==> src/rtl/vga_scan_pkg.sv <==
package vga_scan_pkg;
  typedef enum logic [1:0] {
    V_BACK  = 2'd0,
    V_VIS   = 2'd1,
    V_FRONT = 2'd2,
    V_SYNC  = 2'd3
  } vreg_e;
endpackage

==> src/rtl/scan_htimer.sv <==
module scan_htimer #(
  parameter int HTOTAL      = 200,
  parameter int HSYNC_START = 176,
  parameter int HSYNC_END   = 196,
  parameter int HCNT_W      = 8
) (
  input  logic              clk_i,
  input  logic              rst_ni,
  input  logic              ce_i,
  output logic [HCNT_W-1:0] h_cnt_o,
  output logic              line_tick_o,
  output logic              hsync_o
);
  localparam logic [HCNT_W-1:0] H_LAST = HCNT_W'(HTOTAL - 1);
  localparam logic [HCNT_W-1:0] HS_ON  = HCNT_W'(HSYNC_START);
  localparam logic [HCNT_W-1:0] HS_OFF = HCNT_W'(HSYNC_END);

  logic [HCNT_W-1:0] h_nxt;

  assign line_tick_o = ce_i && (h_cnt_o == H_LAST);
  assign h_nxt       = (h_cnt_o == H_LAST) ? '0 : h_cnt_o + HCNT_W'(1);

  always_ff @(posedge clk_i or negedge rst_ni) begin
    if (!rst_ni) begin
      h_cnt_o <= '0;
      hsync_o <= 1'b1;
    end else if (ce_i) begin
      h_cnt_o <= h_nxt;
      hsync_o <= !((h_nxt >= HS_ON) && (h_nxt < HS_OFF));
    end
  end

  p_hcnt_bound_r2: assert property (@(posedge clk_i) disable iff (!rst_ni)
    h_cnt_o <= H_LAST);
  p_hsync_fall_r2: assert property (@(posedge clk_i) disable iff (!rst_ni)
    $fell(hsync_o) |-> h_cnt_o == HS_ON);
endmodule

==> src/rtl/scan_vseq.sv <==
module scan_vseq
  import vga_scan_pkg::*;
#(
  parameter int ADDR_W        = 16,
  parameter int FB_BASE       = 0,
  parameter int LINE_PIX      = 160,
  parameter int FB_ROWS       = 240,
  parameter int VISIBLE_START = 34,
  parameter int VFP_START     = 514,
  parameter int VSYNC_START   = 523,
  parameter int VSYNC_END     = 525,
  parameter int LCNT_W        = 10
) (
  input  logic              clk_i,
  input  logic              rst_ni,
  input  logic              line_tick_i,
  output logic              fetch_en_o,
  output logic [ADDR_W-1:0] row_addr_o,
  output logic              vsync_o
);
  localparam logic [LCNT_W-1:0] L_VIS = LCNT_W'(VISIBLE_START);
  localparam logic [LCNT_W-1:0] L_VFP = LCNT_W'(VFP_START);
  localparam logic [LCNT_W-1:0] L_VSS = LCNT_W'(VSYNC_START);
  localparam logic [LCNT_W-1:0] L_VSE = LCNT_W'(VSYNC_END);
  localparam logic [ADDR_W-1:0] A_BASE = ADDR_W'(FB_BASE);
  localparam logic [ADDR_W:0]   A_END  = (ADDR_W+1)'(FB_BASE + LINE_PIX * FB_ROWS);
  localparam logic [ADDR_W:0]   A_STEP = (ADDR_W+1)'(LINE_PIX);

  vreg_e             st_q, st_d;
  logic [LCNT_W-1:0] line_q, line_n, line_d;
  logic [ADDR_W-1:0] row_d;
  logic [ADDR_W:0]   row_adv;
  logic              vs_tgt_q, vs_tgt_d;

  always_comb begin
    line_n   = line_q + LCNT_W'(1);
    line_d   = line_n;
    st_d     = st_q;
    row_d    = row_addr_o;
    vs_tgt_d = vs_tgt_q;
    row_adv  = {1'b0, row_addr_o} + A_STEP;
    case (st_q)
      V_BACK: if (line_n >= L_VIS) begin
        st_d  = V_VIS;
        row_d = A_BASE;
      end
      V_VIS: begin
        if (line_n >= L_VFP) st_d = V_FRONT;
        else if (!line_n[0]) row_d = (row_adv >= A_END) ? A_BASE : row_adv[ADDR_W-1:0];
      end
      V_FRONT: if (line_n >= L_VSS) begin
        st_d     = V_SYNC;
        vs_tgt_d = 1'b0;
      end
      default: if (line_n >= L_VSE) begin
        st_d     = V_BACK;
        line_d   = '0;
        vs_tgt_d = 1'b1;
      end
    endcase
  end

  always_ff @(posedge clk_i or negedge rst_ni) begin
    if (!rst_ni) begin
      st_q       <= V_BACK;
      line_q     <= '0;
      row_addr_o <= A_BASE;
      vs_tgt_q   <= 1'b1;
      vsync_o    <= 1'b1;
    end else if (line_tick_i) begin
      st_q       <= st_d;
      line_q     <= line_d;
      row_addr_o <= row_d;
      vs_tgt_q   <= vs_tgt_d;
      vsync_o    <= vs_tgt_q;   // level lands one boundary later
    end
  end

  assign fetch_en_o = (st_q == V_VIS);

  p_order_r3: assert property (@(posedge clk_i) disable iff (!rst_ni)
    (st_q != $past(st_q)) |->
      (($past(st_q) == V_BACK)  && (st_q == V_VIS))   ||
      (($past(st_q) == V_VIS)   && (st_q == V_FRONT)) ||
      (($past(st_q) == V_FRONT) && (st_q == V_SYNC))  ||
      (($past(st_q) == V_SYNC)  && (st_q == V_BACK)));
  p_row_aligned_r4: assert property (@(posedge clk_i) disable iff (!rst_ni)
    ((int'(row_addr_o) - FB_BASE) % LINE_PIX) == 0);
  p_row_on_tick_r4: assert property (@(posedge clk_i) disable iff (!rst_ni)
    !$stable(row_addr_o) |-> $past(line_tick_i));
  p_row_in_screen_r5: assert property (@(posedge clk_i) disable iff (!rst_ni)
    ({1'b0, row_addr_o} >= {1'b0, A_BASE}) && ({1'b0, row_addr_o} < A_END));
endmodule

==> src/rtl/scan_pixpath.sv <==
module scan_pixpath #(
  parameter int         ADDR_W   = 16,
  parameter int         HCNT_W   = 8,
  parameter int         HSTART   = 8,
  parameter int         LINE_PIX = 160,
  parameter int         PIX_W    = 8,
  parameter logic [7:0] BLANK    = 8'h00
) (
  input  logic              clk_i,
  input  logic              rst_ni,
  input  logic              ce_i,
  input  logic [HCNT_W-1:0] h_cnt_i,
  input  logic              fetch_en_i,
  input  logic [ADDR_W-1:0] row_addr_i,
  output logic              fb_rd_o,
  output logic [ADDR_W-1:0] fb_addr_o,
  input  logic [PIX_W-1:0]  fb_data_i,
  output logic [PIX_W-1:0]  pixel_o
);
  // read two counts ahead: one clock of port latency, one of output register
  localparam logic [HCNT_W-1:0] RD_LO  = HCNT_W'(HSTART - 2);
  localparam logic [HCNT_W-1:0] RD_HI  = HCNT_W'(HSTART - 2 + LINE_PIX);
  localparam logic [HCNT_W-1:0] CAP_LO = HCNT_W'(HSTART - 1);
  localparam logic [HCNT_W-1:0] CAP_HI = HCNT_W'(HSTART - 1 + LINE_PIX);
  localparam logic [PIX_W-1:0]  BLANK_PX = PIX_W'(BLANK);

  logic [HCNT_W-1:0] rd_off;
  logic              rd_win, cap_win;

  assign rd_off    = h_cnt_i - RD_LO;
  assign rd_win    = (h_cnt_i >= RD_LO) && (h_cnt_i < RD_HI);
  assign cap_win   = (h_cnt_i >= CAP_LO) && (h_cnt_i < CAP_HI);
  assign fb_rd_o   = ce_i && fetch_en_i && rd_win;
  assign fb_addr_o = row_addr_i + ADDR_W'(rd_off);

  always_ff @(posedge clk_i or negedge rst_ni) begin
    if (!rst_ni)   pixel_o <= '0;
    else if (ce_i) pixel_o <= (fetch_en_i && cap_win) ? fb_data_i : BLANK_PX;
  end

  p_rd_in_line_r1: assert property (@(posedge clk_i) disable iff (!rst_ni)
    fb_rd_o |-> (int'(fb_addr_o) - int'(row_addr_i)) < LINE_PIX);
endmodule

==> src/rtl/scan_ctrl.sv <==
module scan_ctrl #(
  parameter int         ADDR_W        = 16,
  parameter int         FB_BASE       = 0,
  parameter int         LINE_PIX      = 160,
  parameter int         FB_ROWS       = 240,
  parameter int         HTOTAL        = 200,
  parameter int         HSTART        = 8,
  parameter int         HSYNC_START   = 176,
  parameter int         HSYNC_END     = 196,
  parameter int         VISIBLE_START = 34,
  parameter int         VFP_START     = 514,
  parameter int         VSYNC_START   = 523,
  parameter int         VSYNC_END     = 525,
  parameter logic [7:0] BLANK         = 8'h00
) (
  input  logic              clk_i,
  input  logic              rst_ni,
  input  logic              pix_ce_i,
  output logic              fb_rd_o,
  output logic [ADDR_W-1:0] fb_addr_o,
  input  logic [7:0]        fb_data_i,
  output logic [7:0]        pixel_o,
  output logic              hsync_o,
  output logic              vsync_o
);
  localparam int HCNT_W = $clog2(HTOTAL + 1);
  localparam int LCNT_W = $clog2(VSYNC_END + 1);

  logic [HCNT_W-1:0] h_cnt;
  logic              line_tick;
  logic              fetch_en;
  logic [ADDR_W-1:0] row_addr;

  scan_htimer #(
    .HTOTAL(HTOTAL), .HSYNC_START(HSYNC_START), .HSYNC_END(HSYNC_END), .HCNT_W(HCNT_W)
  ) u_htimer (
    .clk_i(clk_i), .rst_ni(rst_ni), .ce_i(pix_ce_i),
    .h_cnt_o(h_cnt), .line_tick_o(line_tick), .hsync_o(hsync_o)
  );

  scan_vseq #(
    .ADDR_W(ADDR_W), .FB_BASE(FB_BASE), .LINE_PIX(LINE_PIX), .FB_ROWS(FB_ROWS),
    .VISIBLE_START(VISIBLE_START), .VFP_START(VFP_START),
    .VSYNC_START(VSYNC_START), .VSYNC_END(VSYNC_END), .LCNT_W(LCNT_W)
  ) u_vseq (
    .clk_i(clk_i), .rst_ni(rst_ni), .line_tick_i(line_tick),
    .fetch_en_o(fetch_en), .row_addr_o(row_addr), .vsync_o(vsync_o)
  );

  scan_pixpath #(
    .ADDR_W(ADDR_W), .HCNT_W(HCNT_W), .HSTART(HSTART), .LINE_PIX(LINE_PIX),
    .PIX_W(8), .BLANK(BLANK)
  ) u_pix (
    .clk_i(clk_i), .rst_ni(rst_ni), .ce_i(pix_ce_i), .h_cnt_i(h_cnt),
    .fetch_en_i(fetch_en), .row_addr_i(row_addr),
    .fb_rd_o(fb_rd_o), .fb_addr_o(fb_addr_o), .fb_data_i(fb_data_i), .pixel_o(pixel_o)
  );

  p_hold_r9: assert property (@(posedge clk_i) disable iff (!rst_ni)
    !$past(pix_ce_i) |-> $stable(pixel_o) && $stable(hsync_o) && $stable(vsync_o));
  p_vsync_boundary_r7: assert property (@(posedge clk_i) disable iff (!rst_ni)
    !$stable(vsync_o) |-> h_cnt == '0);
  p_hsync_blank_r6: assert property (@(posedge clk_i) disable iff (!rst_ni)
    !hsync_o |-> pixel_o == BLANK);
  p_rd_screen_r5: assert property (@(posedge clk_i) disable iff (!rst_ni)
    fb_rd_o |-> (int'(fb_addr_o) >= FB_BASE) && (int'(fb_addr_o) < FB_BASE + LINE_PIX * FB_ROWS));
endmodule

==> config.mk <==
export PLATFORM = sky130hd
export DESIGN_NAME = scan_ctrl
export DESIGN_NICKNAME = d
export VERILOG_FILES = /design/src/rtl/vga_scan_pkg.sv /design/src/rtl/scan_htimer.sv /design/src/rtl/scan_vseq.sv /design/src/rtl/scan_pixpath.sv /design/src/rtl/scan_ctrl.sv
export SDC_FILE = /design/constraint.sdc
export NUM_CORES = 1
export LEC_CHECK = 0
export ABC_AREA = 1
export BUFFER_PORTS_ARGS = -buffer_cell sky130_fd_sc_hd__buf_2
export CORE_MARGIN = 1.5
export CORE_UTILIZATION = 50
export DETAILED_ROUTE_END_ITERATION = 10
export HOLD_SLACK_MARGIN = 0.06
export MAX_ROUTING_LAYER = met4
export PLACE_DENSITY_LB_ADDON = 0.3
export SLEW_MARGIN = 40
export SYNTH_ARGS = -nofsm -noshare
export SYNTH_HDL_FRONTEND = slang
export SYNTH_SLANG_ARGS = --single-unit
export TNS_END_PERCENT = 1
==> constraint.sdc <==
create_clock -name clk_i -period 3.1 [get_ports clk_i]
set_input_delay 0.62 -clock clk_i [delete_from_list [all_inputs] [get_ports clk_i]]
set_output_delay 0.62 -clock clk_i [all_outputs]
set_load 0.03 [all_outputs]
# Yosys cells after proc, flatten, opt, wreduce, memory -nomap -nowiden

Cells that the tools add are included.

Bits in latches: 0
Memories kept: 0
Bits in registers: 47
Output and inout port bits: 27
Input port bits: 11
Memory bits (read-only): 0
Bits in writable memories: 0
Logic and storage cells: 67

$lt $le $gt $ge: 11
Divide/modulo/power cells: 0
Multipliers: 0
Shift-type cells: 0
Equality and inequality tests: 8
Reductions and logical operators: 17
Add/sub/neg operators: 5
Bitwise logic cells: 1
Mux-type cells: 17

Operators with widths:

| kind                                                                     | count |
|---|---|
| 16-bit 2-to-1 mux                                                        | 4 |
| 16-bit case mux with 2 select lines                                      | 1 |
| 10-bit >= comparator (second input constant)                             | 3 |
| 8-bit less-than comparator (second input constant)                       | 3 |
| 10-bit 2-to-1 mux                                                        | 2 |
| 16-bit by 8-bit adder with 17-bit output (second input constant)         | 1 |
| 17-bit by 16-bit >= comparator with 1-bit output (second input constant) | 1 |
| 16-bit by 8-bit adder with 16-bit output                                 | 1 |
| 8-bit by 3-bit >= comparator with 1-bit output (second input constant)   | 2 |
| 8-bit 2-to-1 mux                                                         | 2 |
| 10-bit by 1-bit adder with 10-bit output (second input constant)         | 1 |
| 10-bit by 6-bit >= comparator with 1-bit output (second input constant)  | 1 |
| 5-bit AND reduction                                                      | 2 |
| 8-bit by 1-bit adder with 8-bit output (second input constant)           | 1 |
| 8-bit equality test (second input constant)                              | 1 |
| 8-bit >= comparator (second input constant)                              | 1 |
| 2-bit 2-to-1 mux                                                         | 4 |
| 8-bit by 3-bit subtractor with 8-bit output (second input constant)      | 1 |
| 1-bit logical AND                                                        | 7 |
| 2-bit != test (second input constant)                                    | 3 |
| 2-bit case mux with 3 select lines                                       | 1 |
| 2-bit by 1-bit != test with 1-bit output (second input constant)         | 2 |
| 4-bit AND reduction                                                      | 1 |
| 2-bit nonzero test                                                       | 2 |
| other kinds (10)                                                         | 11 |

# Logic depth before layout (Yosys ltp)

Gate-level depths: netlist of run 1.

Depth in word-level cells: 6
Gate-level depth with buffers: 15
Mapped depth without buffers: 15

# Modules after synthesis

From an unflattened synthesis of run 1, not the netlist that was laid out.

Cells, all modules: 579
Area total of the unflattened synthesis: 3791.1 sq um

By module, submodules not included:

| module       | cells each | area each (sq um) | times used | sequential area each (sq um) |
|---|---|---|---|---|
| scan_vseq    | 285        | 1906.8            | 1          | 628.1 |
| scan_pixpath | 210        | 1266.2            | 1          | 200.2 |
| scan_htimer  | 84         | 618.1             | 1          | 226.5 |

# Least setup slack after synthesis of run 1

No wires, ideal clock.

Path kind: flip-flop to output port
Start: reg u_htimer.h_cnt_o[1]
End: out fb_addr_o[14]
Cell stages (with the launch flop): 15
Data required time: 2.480 ns
Path slack: -0.120 ns
Path buffers: 0
Arrival time: 2.600 ns
Cell sequence: dfrtp_1 -> ha_1 -> nor2_1 -> nand2_1 -> nor3_1 -> xor2_1 -> ha_1 -> inv_1 -> nor2_1 -> nor2_1 -> nor2_1 -> nand2_1 -> nor2_1 -> a31oi_1 -> a21oi_1

Longest elaborated chain between the ends: 2

RTL lines:

| element                                     | RTL line           | text |
|---|---|---|
| from (decl)                                 | scan_htimer.sv:10  | `output logic [HCNT_W-1:0] h_cnt_o,` |
| from (signal assigned)                      | scan_htimer.sv:28  | `h_cnt_o <= h_nxt;` |
| 8-bit by 3-bit subtractor with 8-bit output | scan_pixpath.sv:30 | `assign rd_off = h_cnt_i - RD_LO;` |
| 16-bit by 8-bit adder with 16-bit output    | scan_pixpath.sv:34 | `assign fb_addr_o = row_addr_i + ADDR_W'(rd_off);` |
| to (decl)                                   | scan_ctrl.sv:20    | `output logic [ADDR_W-1:0] fb_addr_o,` |

No other way between the ends.

# Worst setup path in the final report of run 1

Same ends and word-level chain as after synthesis.

==> metrics.md, run 1 <==
| Metric | Value |
|---|---|
| Status | complete, but fails checks |
| Failing checks | setup timing |
| Clock Tree Root | clkbuf_8 |
| Syn_area_per_cell | 6.90 um2 |
| Final period util | 103% |
| Core area | 5920 um2 |
| Routed wire length | 6630 um |
| Clk_lat worst skew | 300 ps |
| Largest cells by area after synthesis | dfrtp_1 32%, nand2_1 16%, ha_1 6.6%, nand3_1 6.2%, nor2_1 6.2% |
| Peak supply drop | 0.499 mV |
| Diode count | 0 |
| Max clock buf depth | 2 |
| Actual slew at the worst max-slew pin | 546 ps |
| DP Area | 3330 um2 |
| Commonest non-fill, non-tap cells in the layout | 132 x nand2_1, 46 x nor2_1, 44 x inv_1 |
| Sw power | 0.839 mW |
| Drt initial violations | 161 |
| Combinational share of power | 42.9% |
| Area of the multi-input gates | 1780 um2 |
| DIE AREA | 6580 um2 |
| Antenna viol nets, final | 0 |
| # rows | 28 |
| Area leader, netlist | dfrtp_1 |
| IO Pins | 38 |
| Seq/Total Area, Yosys | 34.6% |
| Asr flop ratio synth | 100% |
| TritonCTS clock tree | yes |
| Hold Fails Final Rpt | 0 |
| Crit path from | u_htimer.h_cnt_o[1] |
| Capturing point of the worst reg2reg path | u_vseq.row_addr_o[5] |
| First-pass GRT wire length | 11,400 um |
| Maximum clock frequency | 0.313 GHz |
| CP Capture Type | primary output |
| Mapped Nets | 469 |
| Fin crit period | 3200 ps |
| P per Cell Area | 562 nW/um2 |
| Post-route cell area | 3510 um2 |
| R2r setup slk | 750 ps |
| Clock power frac | 22.4% |
| Die Y | 81.1 um |
| CP peak stage delay | 400 ps |
| Slowest cell on the critical path | dfrtp_1 |
| Type of the most critical hold path | input pin to asynchronous set/reset pin |
| PortBufs | 37 |
| Min Hold Slack | 291 ps |
| RSZ-0062 raised after global routing | true |
| DRC viols | 0 |
| CP max FO | 4 |
| EDFF count, synth | 0 |
| Gr usage total | 22.4% |
| CTS H-tree depth | 2 |
| Vias in the first global route | 2,680 |
| Clk_skew | 2.66 ps |
| Initial Utilization | 51.5% |
| Share of the synthesized area in the top cell type | 32.0% |
| Nets | 510 |
| CP cell instances | ha_2 > nor2_1 > nand2_1 > nor3_2 > xor2_1 > ha_1 > inv_2 > nor2_2 > nor2_1 > nor2_2 > nand2_2 > nor2_4 > a31oi_2 > a21oi_2 > buf_6 |
| Reg2reg path depth | 12 |
| Cts bufs inserted | 5 |
| Antenna violations before repair | 0 |
| Filler cells | 563 |
| Reg power frac | 34.7% |
| Register area | 1050 um2 |
| Post-synth cell types | 35 |
| WL/cell | 11.9 um |
| Synth Warn # | 0 |
| DP Worst Slack | -94.8 ps |
| Area Overhead vs Synth | 14.9% |
| Largest net degree at the start of global routing | 43 |
| Relative slew slack | 63.6% |
| Most used DFF post-synth | dfrtp_1 |
| End of the critical path | fb_addr_o[14] |
| Critical path arrival | 2580 ps |
| CP Launch Type | flip-flop |
| Worst Setup Slack, final | -99.4 ps |
| Sw Ratio | 42.5% |
| Number of vias per cell | 5.28 |
| #FFs+latches synth | 42 |
| RR Startpoint | u_htimer.h_cnt_o[1] |
| Setup bufs post-CTS | 0 |
| Layout cell share with drive strength beyond 1 | 17.8% |
| Reg clk slew, reported paths | 80 ps |
| Detail Placement HPWL | 5040 um |
| Final Wtd Congestion | 0.900 |
| P_int | 1.13 mW |
| Most common cell after layout, fill and taps aside | nand2_1 |
| Leakage | 1.73 nW |
| Pwr Total | 1.97 mW |
| Kind of critical path | flip-flop to primary output |
| CP Data Required Time | 2480 ps |
| Initial DRT Pass Iterations | 5 |
| GR Overflow Total | 0 |
| DR vias | 2,949 |
| Final Max Slew Viols | 0 |
| Finish-stage setup viols | 5 |
| Max Cap Viol | 0 |
| Post-Synthesis Cells | 442 |
| Die W | 81.1 um |
| Synthesized area | 3050 um2 |
| # clock sinks | 42 |
-- per-stage QoR --
step	utilization, %	cells	setup TNS [ps]
after detailed placement	56.3	551	-154
final	59.2	559	-348
after global placement	56.3	551	0
after global routing	59.2	559	-1750
after CTS	59.1	559	-762
after floorplan	-	442	-260
-- logic make-up after synthesis --
family,Yosys count,share of synthesized area [%]
XOR/XNOR,17,4.88
flip-flops,42,34.6
adder cells (fa/ha/maj),16,6.56
buffers and inverters,60,8.36
AND/OR/NAND/NOR,248,34.4
AO/OA/AOI/OAI,59,11.2
-- cell type report --
type,count,share of cell area [%]
clock inverter,3,1.28
clock buffer,5,1.96
timing repair buffer,47,8.03
multi-input combinational,340,50.9
sequential,42,30.1
tap,75,2.68
inverter,47,5.07
-- synth_stat cells, types with 2 or more instances --
master / count
nand2_1: 133
nor2_1: 50
inv_1: 45
dfrtp_1: 39
nand3_1: 38
o21ai_0: 35
ha_1: 16
xor2_1: 15
nand4_1: 11
a21oi_1: 8
clkbuf_1: 7
nand2_2: 5
nor3_1: 5
o21ai_2: 5
o21bai_1: 4
buf_6: 3
dfstp_2: 3
buf_2: 2
xnor2_1: 2
-- state kept, by name (all words and copies together), names as in the netlist --
name and cells:
u_vseq.row_addr_o 11, u_vseq.line_q 10, u_htimer.h_cnt_o 8, u_pix.pixel_o 8
u_vseq.st_q 2, u_htimer.hsync_o 1, u_vseq.vs_tgt_q 1, u_vseq.vsync_o 1
-- how the worst min path moves through the flow --
stage                   startpoint             endpoint  slack [ps]  depth (start not counted)
global placement    u_vseq.vsync_o       u_vseq.vsync_o         450                          2
floorplan                   rst_ni  u_htimer.h_cnt_o[0]         320                          0
CTS                         rst_ni     u_pix.pixel_o[4]         310                          1
global route                rst_ni     u_vseq.line_q[0]         340                          1
finish                      rst_ni     u_pix.pixel_o[4]         290                          1
detailed placement  u_vseq.vsync_o       u_vseq.vsync_o         460                          2
-- power by group through the flow --
stage	Combinational, mW	Sequential [mW]	Clock (mW)
floorplan	0.617	0.678	0
global placement	0.816	0.685	0
detailed placement	0.827	0.691	0
CTS	0.848	0.683	0.454
global route	0.939	0.694	0.470
finish	0.845	0.685	0.441
-- timing repair --
action,CTS,global route
hold buffers,0,0
resized for setup,17,2
pin swaps,4,3
endpoints found under the setup margin,7,8
endpoints found under the hold margin,0,0
-- critical path: cells and delay by family, from the launching register on --
kind	cells	cell delay, ps
simple gates	8	860
fa+ha+maj	2	490
flops	1	400
compound gates	2	250
buf+inv	2	190
xor+xnor	1	90
-- per-layer routing --
metal  wire length (um)  up-vias  track usage [%]  share of wire (%)
li1                   -     1501                -                  -
met1               3090     1354             27.9                 47
met4                 84        0             6.55                1.3
met5                  0        -                -                  0
met3                332       11             3.60                5.0
met2               3130       83             37.5                 47
Note: power is estimated with default switching activity, not from simulation.
==> run 2: changes to the inputs <==
--- a/config.mk
+++ b/config.mk
@@ -6,7 +6,7 @@
 export NUM_CORES = 1
 export LEC_CHECK = 0
 export ABC_AREA = 1
-export BUFFER_PORTS_ARGS = -buffer_cell sky130_fd_sc_hd__buf_2
+export BUFFER_PORTS_ARGS = -buffer_cell sky130_fd_sc_hd__buf_4
 export CORE_MARGIN = 1.5
 export CORE_UTILIZATION = 50
 export DETAILED_ROUTE_END_ITERATION = 10
==> metrics.md, run 2 (synthesis results as in run 1) <==
| Metric | Value |
|---|---|
| Crit-path leading delay family | simple AND/OR/NAND/NOR gates |
| CP Buf/Inv Count | 2 (unchanged) |
| Register area | 1060 um2 (+0.12%) |
| DP Worst Slack | -27.0 ps (+67.8 ps) |
| Finish-stage setup viols | 5 (unchanged) |
| DRC viols | 0 (unchanged) |
| Maximum clock frequency | 0.308 GHz (-1.4%) |
| Area of the multi-input gates | 1820 um2 (+1.8%) |
| Worst Setup Slack, final | -145 ps (-45.2 ps) |
| Most common cell after layout, fill and taps aside | nand2_1 |
| Leakage | 1.74 nW (+0.86%) |
| Detail Placement HPWL | 4990 um (-0.97%) |
| CP Capture Type | primary output |
| Pwr Total | 2.05 mW (+3.8%) |
| Nets | 509 (-0.20%) |
| PortBufs | 37 (unchanged) |
| Number of flip-flops under the largest register name | 11 (unchanged) |
| Top flop regs | u_vseq.row_addr_o: 11 flops, u_vseq.line_q: 10 flops |
| RR Startpoint | u_vseq.line_q[0] |
| Peak supply drop | 0.590 mV (+18%) |
| Antenna viol nets, final | 0 (unchanged) |
| GR Overflow Total | 0 (unchanged) |
| CP Launch Type | flip-flop |
| Core area | 5920 um2 (unchanged) |
| Hold-fix buffers at CTS | 0 (unchanged) |
| Kind of critical path | flip-flop to primary output |
| Diode count | 0 (unchanged) |
| CP peak stage delay | 390 ps (about the same) |
| Final Max Slew Viols | 0 (unchanged) |
| Clk_lat worst skew | 300 ps (about the same) |
| Number of vias per cell | 5.30 (+0.38%) |
| P per Cell Area | 567 nW/um2 (+0.85%) |
| CP cell instances | ha_2 > nor2_2 > nand2_2 > nor3_2 > xor2_1 > ha_1 > inv_2 > nor2_4 > nor2_2 > nor2_2 > nand2_2 > nor2_4 > nand2_2 > xor2_1 > buf_4 |
| Clock Tree Root | clkbuf_8 |
| Max Cap Viol | 0 (unchanged) |
| Die W | 81.1 um (unchanged) |
| Antenna violations before repair | 0 (unchanged) |
| Max clock buf depth | 2 (unchanged) |
| Clk_skew | 6.33 ps (+3.67 ps) |
| Critical path arrival | 2620 ps (+40 ps) |
| RSZ-0062 raised after global routing | true |
| Area Overhead vs Synth | 18.2% |
| Filler cells | 531 (-5.7%) |
| Top reg by flops | u_vseq.row_addr_o |
| R2r setup slk | 710 ps (-40 ps) |
| Min Hold Slack | 294 ps (+3.24 ps) |
| Layout cell share with drive strength beyond 1 | 18.6% (+0.86 points) |
| CP Data Required Time | 2480 ps (about the same) |
| Gr usage total | 22.8% (+0.37 points) |
| Die Y | 81.1 um (unchanged) |
| WL/cell | 12.0 um (+1.5%) |
| Initial DRT Pass Iterations | 4 (-1) |
| Slowest cell on the critical path | dfrtp_1 |
| TritonCTS clock tree | yes |
| Routed wire length | 6720 um (+1.3%) |
| Fin crit period | 3240 ps (+45.2 ps) |
| Setup bufs post-CTS | 0 (unchanged) |
| Reg clk slew, reported paths | 80 ps (about the same) |
| Type of the most critical hold path | input pin to asynchronous set/reset pin |
| Final period util | 105% (+1.5 points) |
| Vias in the first global route | 2,646 (-1.3%) |
| First-pass GRT wire length | 11,500 um (+0.49%) |
| Drt initial violations | 155 (-3.7%) |
| Status | complete, but fails checks |
| Hold Fails Final Rpt | 0 (unchanged) |
| CP max FO | 4 (unchanged) |
| # clock sinks | 42 (unchanged) |
| CTS H-tree depth | 2 (unchanged) |
| Initial Utilization | 51.5% (unchanged) |
| Actual slew at the worst max-slew pin | 718 ps (+172 ps) |
| Cts bufs inserted | 5 (unchanged) |
| Capturing point of the worst reg2reg path | u_vseq.line_q[5] |
| DIE AREA | 6580 um2 (unchanged) |
| Relative slew slack | 51.6% (-12 points) |
| Failing checks | setup timing |
| Reg2reg path depth | 12 (unchanged) |
| IO Pins | 38 (unchanged) |
| DR vias | 2,955 (+0.20%) |
| Final Wtd Congestion | 0.910 (+1.1%) |
| Commonest non-fill, non-tap cells in the layout | 129 x nand2_1, 44 x inv_1, 43 x nor2_1, 43 x buf_4 |
| # rows | 28 (unchanged) |
| Largest net degree at the start of global routing | 43 (unchanged) |
## run 2: cell count changes in the layout (fill, tap and decap cells not counted), sizes merged
cell      change
clkinvlp      -2
clkbuf        +1
## run 2: stage by stage
step                      TNS, ps  area (um2)  utilization, %  std cells
after global routing        -1640        3610            60.9        558
after floorplan              -260        3060               -        442
after CTS                    -518        3560            60.1        558
final                        -469        3610            60.9        558
after detailed placement    -44.3        3420            57.7        550
after global placement          0        3420            57.7        550
## run 2: worst register-to-register path, stage by stage (launching register included)
cell and delay (ps):
dfrtp_1 460, ha_1 270, nand2_1 140, nor2_1 190, nand3_1 110, nand2_2 130, inv_1 70, nor2_1 160
nand4_1 140, nand2_1 110, nand2_1 240, nand4_1 150, o21ai_0 100
## run 2: power by group
part	internal, mW	leakage, nW	switching, mW	total, mW
combinational	0.347	1.15	0.578	0.925
sequential	0.608	0.535	0.0849	0.693
clock	0.241	0.0524	0.188	0.429
total	1.20	1.74	0.850	2.05
## run 2: layer usage
layer / up-vias / wire [um] / global-route usage (%)
li1: 1498 / - / -
met1: 1372 / 3150 / 29.5
met2: 81 / 3210 / 37.0
met3: 4 / 311 / 2.81
met4: 0 / 52 / 7.59
met5: - / 0 / -
## run 2: how the worst max path moves through the flow
stage | cells after the start | slack [ps] | start | endpoint
floorplan | 14 | -120 | u_htimer.h_cnt_o[1] | fb_addr_o[15]
global placement | 15 | 50 | u_htimer.h_cnt_o[1] | fb_addr_o[14]
detailed placement | 15 | -30 | u_htimer.h_cnt_o[1] | fb_addr_o[14]
CTS | 15 | -140 | u_htimer.h_cnt_o[1] | fb_addr_o[15]
global route | 15 | -320 | u_htimer.h_cnt_o[1] | fb_addr_o[13]
finish | 15 | -140 | u_htimer.h_cnt_o[1] | fb_addr_o[13]
## run 2: layout make-up
type	instances	area share, %
clock buffers	7	2.12
clock inverters	1	0.832
inverters	47	4.93
multi-input cells	340	50.4
flip-flops and latches	42	29.3
well taps	75	2.60
repair buffers	46	9.89
## run 2: repair_timing
action / in CTS / in global routing
hold endpoints to repair: 0 / 0
pin swaps: 1 / 12
gates cloned: 0 / 0
endpoints found under the setup margin: 6 / 8
gates resized for setup: 11 / 14
